File: config.mk
export PLATFORM = sky130hd
export DESIGN_NAME = can_destuffer
export DESIGN_NICKNAME = d
export VERILOG_FILES = /design/src/rtl/can_dstf_pkg.sv /design/src/rtl/can_dstf_run.sv /design/src/rtl/can_dstf_classify.sv /design/src/rtl/can_dstf_index.sv /design/src/rtl/can_dstf_outreg.sv /design/src/rtl/can_destuffer.sv
export SDC_FILE = /design/constraint.sdc
export NUM_CORES = 1
export LEC_CHECK = 0
export ABC_AREA = 0
export BUFFER_PORTS_ARGS = -buffer_cell sky130_fd_sc_hd__buf_2
export CORE_ASPECT_RATIO = 2
export CORE_MARGIN = 1
export CORE_UTILIZATION = 50
export CTS_CLUSTER_SIZE = 30
export DETAILED_ROUTE_END_ITERATION = 7
export PLACE_DENSITY = 0.71
export SLEW_MARGIN = 5
export SYNTH_ARGS = -nofsm -noshare
export SYNTH_HDL_FRONTEND = slang
export SYNTH_HIERARCHICAL = 1
export SYNTH_SLANG_ARGS = --single-unit
File: constraint.sdc
create_clock -name clk -period 2.85 [get_ports clk]
set_input_delay 0.855 -clock clk [delete_from_list [all_inputs] [get_ports clk]]
set_output_delay 0.855 -clock clk [all_outputs]
set_load 0.05 [all_outputs]
File: src/rtl/can_dstf_pkg.sv
package can_dstf_pkg;

  // Classification of one strobed raw bit
  typedef enum logic [1:0] {
    BK_NONE  = 2'd0,   // no strobe this cycle
    BK_FRAME = 2'd1,   // forwarded frame bit
    BK_STUFF = 2'd2,   // removed stuff bit
    BK_VIOL  = 2'd3    // forwarded bit that breaks the run rule
  } bit_kind_e;

  function automatic logic kind_forwards(bit_kind_e k);
    return (k == BK_FRAME) || (k == BK_VIOL);
  endfunction

endpackage

File: src/rtl/can_dstf_run.sv
// Tracks the length and value of the current run of equal raw bits.
module can_dstf_run
  import can_dstf_pkg::*;
#(
  parameter int RUN_LIMIT = 5
) (
  input  logic      clk,
  input  logic      rst_n,
  input  logic      in_valid,
  input  logic      in_bit,
  input  logic      in_sof,
  input  bit_kind_e kind,
  output logic      run_full,
  output logic      last_bit
);

  localparam int CNT_W = $clog2(RUN_LIMIT + 1);
  localparam logic [CNT_W-1:0] FULL_CNT = CNT_W'(RUN_LIMIT);
  localparam logic [CNT_W-1:0] ONE_CNT  = CNT_W'(1);

  logic [CNT_W-1:0] cnt_q, cnt_d;
  logic             last_q, last_d;
  logic             run_en;

  assign run_en = in_valid;

  always_comb begin
    cnt_d  = cnt_q;
    last_d = last_q;
    if (in_valid) begin
      last_d = in_bit;
      if (in_sof || (kind == BK_STUFF) || (kind == BK_VIOL) || (in_bit != last_q)) begin
        cnt_d = ONE_CNT;
      end else if (cnt_q != FULL_CNT) begin
        cnt_d = cnt_q + ONE_CNT;
      end
    end
  end

  always_ff @(posedge clk or negedge rst_n) begin
    if (!rst_n) begin
      cnt_q  <= '0;
      last_q <= 1'b1;
    end else if (run_en) begin
      cnt_q  <= cnt_d;
      last_q <= last_d;
    end
  end

  assign run_full = (cnt_q == FULL_CNT);
  assign last_bit = last_q;

endmodule

File: src/rtl/can_dstf_classify.sv
// Decides what the current strobed bit is.
module can_dstf_classify
  import can_dstf_pkg::*;
(
  input  logic      in_valid,
  input  logic      in_bit,
  input  logic      in_sof,
  input  logic      stuff_disable,
  input  logic      run_full,
  input  logic      last_bit,
  output bit_kind_e kind
);

  always_comb begin
    kind = BK_NONE;
    if (in_valid) begin
      if (in_sof || stuff_disable || !run_full) begin
        kind = BK_FRAME;
      end else if (in_bit != last_bit) begin
        kind = BK_STUFF;
      end else begin
        kind = BK_VIOL;
      end
    end
  end

endmodule

File: src/rtl/can_dstf_index.sv
// Frame-bit index counter; advances only on forwarded bits.
module can_dstf_index
  import can_dstf_pkg::*;
#(
  parameter int IDX_W = 10
) (
  input  logic             clk,
  input  logic             rst_n,
  input  logic             in_sof,
  input  bit_kind_e        kind,
  output logic [IDX_W-1:0] cur_idx
);

  logic [IDX_W-1:0] next_q, next_d;
  logic             idx_en;

  assign idx_en  = kind_forwards(kind);
  assign cur_idx = in_sof ? '0 : next_q;

  always_comb begin
    next_d = cur_idx + IDX_W'(1);
  end

  always_ff @(posedge clk or negedge rst_n) begin
    if (!rst_n) begin
      next_q <= '0;
    end else if (idx_en) begin
      next_q <= next_d;
    end
  end

endmodule

File: src/rtl/can_dstf_outreg.sv
// Output register stage.
module can_dstf_outreg
  import can_dstf_pkg::*;
#(
  parameter int IDX_W = 10
) (
  input  logic             clk,
  input  logic             rst_n,
  input  bit_kind_e        kind,
  input  logic             in_bit,
  input  logic [IDX_W-1:0] cur_idx,
  output logic             out_valid,
  output logic             out_bit,
  output logic [IDX_W-1:0] out_index,
  output logic             stuff_flag,
  output logic             stuff_error
);

  logic             fwd_d, flag_d, err_d;
  logic             data_en;

  always_comb begin
    fwd_d   = kind_forwards(kind);
    flag_d  = (kind == BK_STUFF);
    err_d   = (kind == BK_VIOL);
    data_en = fwd_d;
  end

  always_ff @(posedge clk or negedge rst_n) begin
    if (!rst_n) begin
      out_valid   <= 1'b0;
      stuff_flag  <= 1'b0;
      stuff_error <= 1'b0;
    end else begin
      out_valid   <= fwd_d;
      stuff_flag  <= flag_d;
      stuff_error <= err_d;
    end
  end

  always_ff @(posedge clk or negedge rst_n) begin
    if (!rst_n) begin
      out_bit   <= 1'b1;
      out_index <= '0;
    end else if (data_en) begin
      out_bit   <= in_bit;
      out_index <= cur_idx;
    end
  end

endmodule

File: src/rtl/can_destuffer.sv
module can_destuffer
  import can_dstf_pkg::*;
#(
  parameter int RUN_LIMIT = 5,
  parameter int IDX_W     = 10
) (
  input  logic             clk,
  input  logic             rst_n,
  input  logic             in_valid,
  input  logic             in_bit,
  input  logic             in_sof,
  input  logic             stuff_disable,
  output logic             out_valid,
  output logic             out_bit,
  output logic [IDX_W-1:0] out_index,
  output logic             stuff_flag,
  output logic             stuff_error
);

  bit_kind_e        kind;
  logic             run_full;
  logic             last_bit;
  logic [IDX_W-1:0] cur_idx;

  can_dstf_run #(.RUN_LIMIT(RUN_LIMIT)) u_run (
    .clk      (clk),
    .rst_n    (rst_n),
    .in_valid (in_valid),
    .in_bit   (in_bit),
    .in_sof   (in_sof),
    .kind     (kind),
    .run_full (run_full),
    .last_bit (last_bit)
  );

  can_dstf_classify u_cls (
    .in_valid      (in_valid),
    .in_bit        (in_bit),
    .in_sof        (in_sof),
    .stuff_disable (stuff_disable),
    .run_full      (run_full),
    .last_bit      (last_bit),
    .kind          (kind)
  );

  can_dstf_index #(.IDX_W(IDX_W)) u_idx (
    .clk     (clk),
    .rst_n   (rst_n),
    .in_sof  (in_sof),
    .kind    (kind),
    .cur_idx (cur_idx)
  );

  can_dstf_outreg #(.IDX_W(IDX_W)) u_out (
    .clk         (clk),
    .rst_n       (rst_n),
    .kind        (kind),
    .in_bit      (in_bit),
    .cur_idx     (cur_idx),
    .out_valid   (out_valid),
    .out_bit     (out_bit),
    .out_index   (out_index),
    .stuff_flag  (stuff_flag),
    .stuff_error (stuff_error)
  );

endmodule

==> summary.md <==
| Metric | Value |
|---|---|
| Status | `finished clean` |
| Register area share after synthesis | `51.9%` |
| Most common cell after layout, fill and taps aside | `dfrtp_1` |
| Yosys top cell area share | `48.0%` |
| HP Start | `u_out/out_index[8]` |
| Synth warn | `6` |
| Final #Nets | `147` |
| Post-DP HPWL | `1710 µm` |
| Port Buf Inserts | `19` |
| Worst Path Required | `3000 ps` |
| WHS Path Cells | `1` |
| Clock transition at path regs | `90 ps` |
| Type of the most critical hold path | `reg2reg` |
| Register share of total power | `55.4%` |
| Syn Nets | `125` |
| R2R setup slack | `930 ps` |
| Highest-count cells in the layout ignoring fill and taps | `26 x dfrtp_1, 19 x buf_2, 12 x mux2_2` |
| Period utilization | `74.8%` |
| Clock Skew | `2.37 ps` |
| Vias in the first global route | `902` |
| Final GP Congestion | `0.697` |
| Cts hold-fix bufs | `0` |
| Worst slack, placed | `433 ps` |
| Remaining DRCs | `0` |
| Peak supply drop | `0.379 mV` |
| Die W | `38.8 µm` |
| Crit Path Max Fanout | `20` |
| CTS buffer count | `3` |
| Worst skew pair latency | `260 ps` |
| Pwr/cell area | `556 mW/mm²` |
| DRT antenna net count | `0` |
| H-tree levels | `1` |
| Ant diodes | `0` |
| Worst rel slew slack | `59.5%` |
| Post-Synthesis Cells | `116` |
| Worst Slack Setup Final | `717 ps` |
| Starting Density | `52.7%` |
| Final WL | `2240 µm` |
| Setup bufs post-CTS | `0` |
| Drt initial violations | `24` |
| Hold endpoint | `u_out/out_index[8]` |
| Arr. time, crit path | `2290 ps` |
| Crit path kind | `in2reg` |
| Int Pwr | `0.598 mW` |
| Core area | `0.00257 mm²` |
| Ports | `20` |
| Die area | `0.00293 mm²` |
| RR Endpoint | `u_out/out_index[0]` |
| Switch Pwr | `0.250 mW` |
| Mean post-synth cell area | `11.7 µm²` |
| Area leader, netlist | `dfrtp_1` |
| CTS sink count | `28` |
| Fill count | `218` |
| Critical Path Sink Type | `flip-flop` |
| Layout cells sized above 1 | `32.1%` |
| MaxCap Viol Count | `0` |
| Worst r2r path cells | `6` |
| Combinational power share | `19.8%` |
| Via Count | `903` |
| Die Span Y | `75.6 µm` |
| Number of gates resized after CTS | `0` |
| Clock buffer depth | `2` |
| Max Transition Viols Final | `0` |
| RSZ-0062 raised after global routing | `false` |
| Slew @ Worst Pin | `608 ps` |
| Root Buffer | `clkbuf_8` |
| Drt pass-1 iters | `4` |
| Synth area leaders | `dfrtp_1 48%, mux2_2 10%, dfstp_2 3.9%, xnor2_1 3.9%, nor2b_1 3.7%` |
| Fin crit period | `2130 ps` |
| Initial antenna violation count | `0` |
| Crit start category | `input pin` |
| Synthesized flop and latch total | `28` |
| Post-Syn Area | `0.00136 mm²` |
| Largest net degree at the start of global routing | `29` |
| CTS tree | `yes` |
| Post-synth cell types | `36` |
| Worst r2r src | `u_run/cnt_q[0]` |
| P&R area growth vs syn | `12.5%` |
| Core Util, Final | `59.3%` |
| Avg Vias per Cell | `5.47` |
| Aggregate global-route resource usage | `17.3%` |
| Switching Fraction | `29.5%` |
| Max Fclk | `469 MHz` |
| DR WL/cell | `13.5 µm` |
| First-pass GRT wire length | `3680 µm` |
| Grt total ovfl | `0` |
| Setup violators final | `0` |
| Clk pwr share | `24.8%` |
| # rows | `26` |
| Pleak | `0.775 nW` |
| Total negative slack | `0 ps` |
| Final Hold Fails | `0` |
-- state kept, by name, summed over array words and instances (netlist names) --
signal / count
u_out/stuff_flag: 1
u_out/out_index: 10
u_out/out_valid: 1
u_out/out_bit: 1
u_idx/next_q: 10
u_run/cnt_q: 3
u_out/stuff_error: 1
u_run/last_bit: 1
-- logic make-up (layout without fill, tap and decap cells) --
group,count (synthesis),in the layout,share of synthesized area (%)
buffers and inverters,12,33,4.25
multiplexers,14,14,11.5
AO/OA/AOI/OAI,15,15,7.48
flip-flops,28,28,51.9
adder cells (fa/ha/maj),3,3,2.77
AND/OR/NAND/NOR,37,37,17.5
XOR/XNOR,7,7,4.52
-- power by group through the flow --
stage               registers (mW)  clock network, mW  logic, mW
finish                       0.469              0.211      0.168
global placement             0.476                  0      0.163
global route                 0.476              0.237      0.187
CTS                          0.470              0.223      0.170
detailed placement           0.478                  0      0.169
floorplan                    0.506                  0     0.0912
-- cell type report --
cell class	count	area, µm²	share of cell area (%)
flip-flops and latches	28	703	46.1
multi-input cells	76	601	39.4
repair buffers	21	110	7.22
clock buffers	4	45.0	2.96
well taps	28	35.0	2.30
inverters	8	30.0	1.97
-- Yosys cell counts (all sizes together) --
cell and n:
buf 3, o2bb2ai 1, xnor2 6, nand2 9, o211ai 1, and3 1
mux2i 1, a31oi 2, a41o 2, dfstp 2, nand3b 1, inv 8
clkbuf 1, nand4b 3, dfrtp 26, o21ai 2, and2b 1, nor4 2
nor2 6, a221o 1, nor2b 8, mux2 13, nand3 1, xor2 1
and2 1, ha 3, o31ai 1, a21oi 5, nor3 3, nand4 1
-- metal layers --
layer  share of wire, %  GRT usage [%]  up-vias
met3                1.8           1.75        2
met4               0.98           7.66        0
met5                  0              0        -
li1                   -              -      442
met2                 56           30.0       11
met1                 41           20.9      448
-- per-stage QoR --
stage | cell area, µm² | total power [mW] | hold slack [ps] | cells
finish | 1520 | 0.848 | 511 | 165
floorplan | 1360 | 0.597 | 477 | 116
detailed placement | 1480 | 0.647 | 493 | 161
global route | 1520 | 0.900 | 527 | 165
global placement | 1480 | 0.639 | 488 | 161
CTS | 1520 | 0.863 | 515 | 165
-- critical path, cell delays in order --
cell and delay, ps:
buf_2 290, nor2_1 110, a31oi_2 400, buf_4 270, mux2_2 350
-- how the worst max path moves through the flow --
stage	end	from	cells after the start
after floorplan	u_idx/next_q[9]	in_bit	6
after global placement	u_out/out_index[2]	in_sof	5
after detailed placement	u_out/out_index[2]	in_sof	5
after CTS	u_out/out_index[2]	in_sof	5
after global routing	u_idx/next_q[9]	in_sof	6
final	u_out/out_index[0]	in_sof	5
Note: power is estimated with default switching activity, not from simulation.
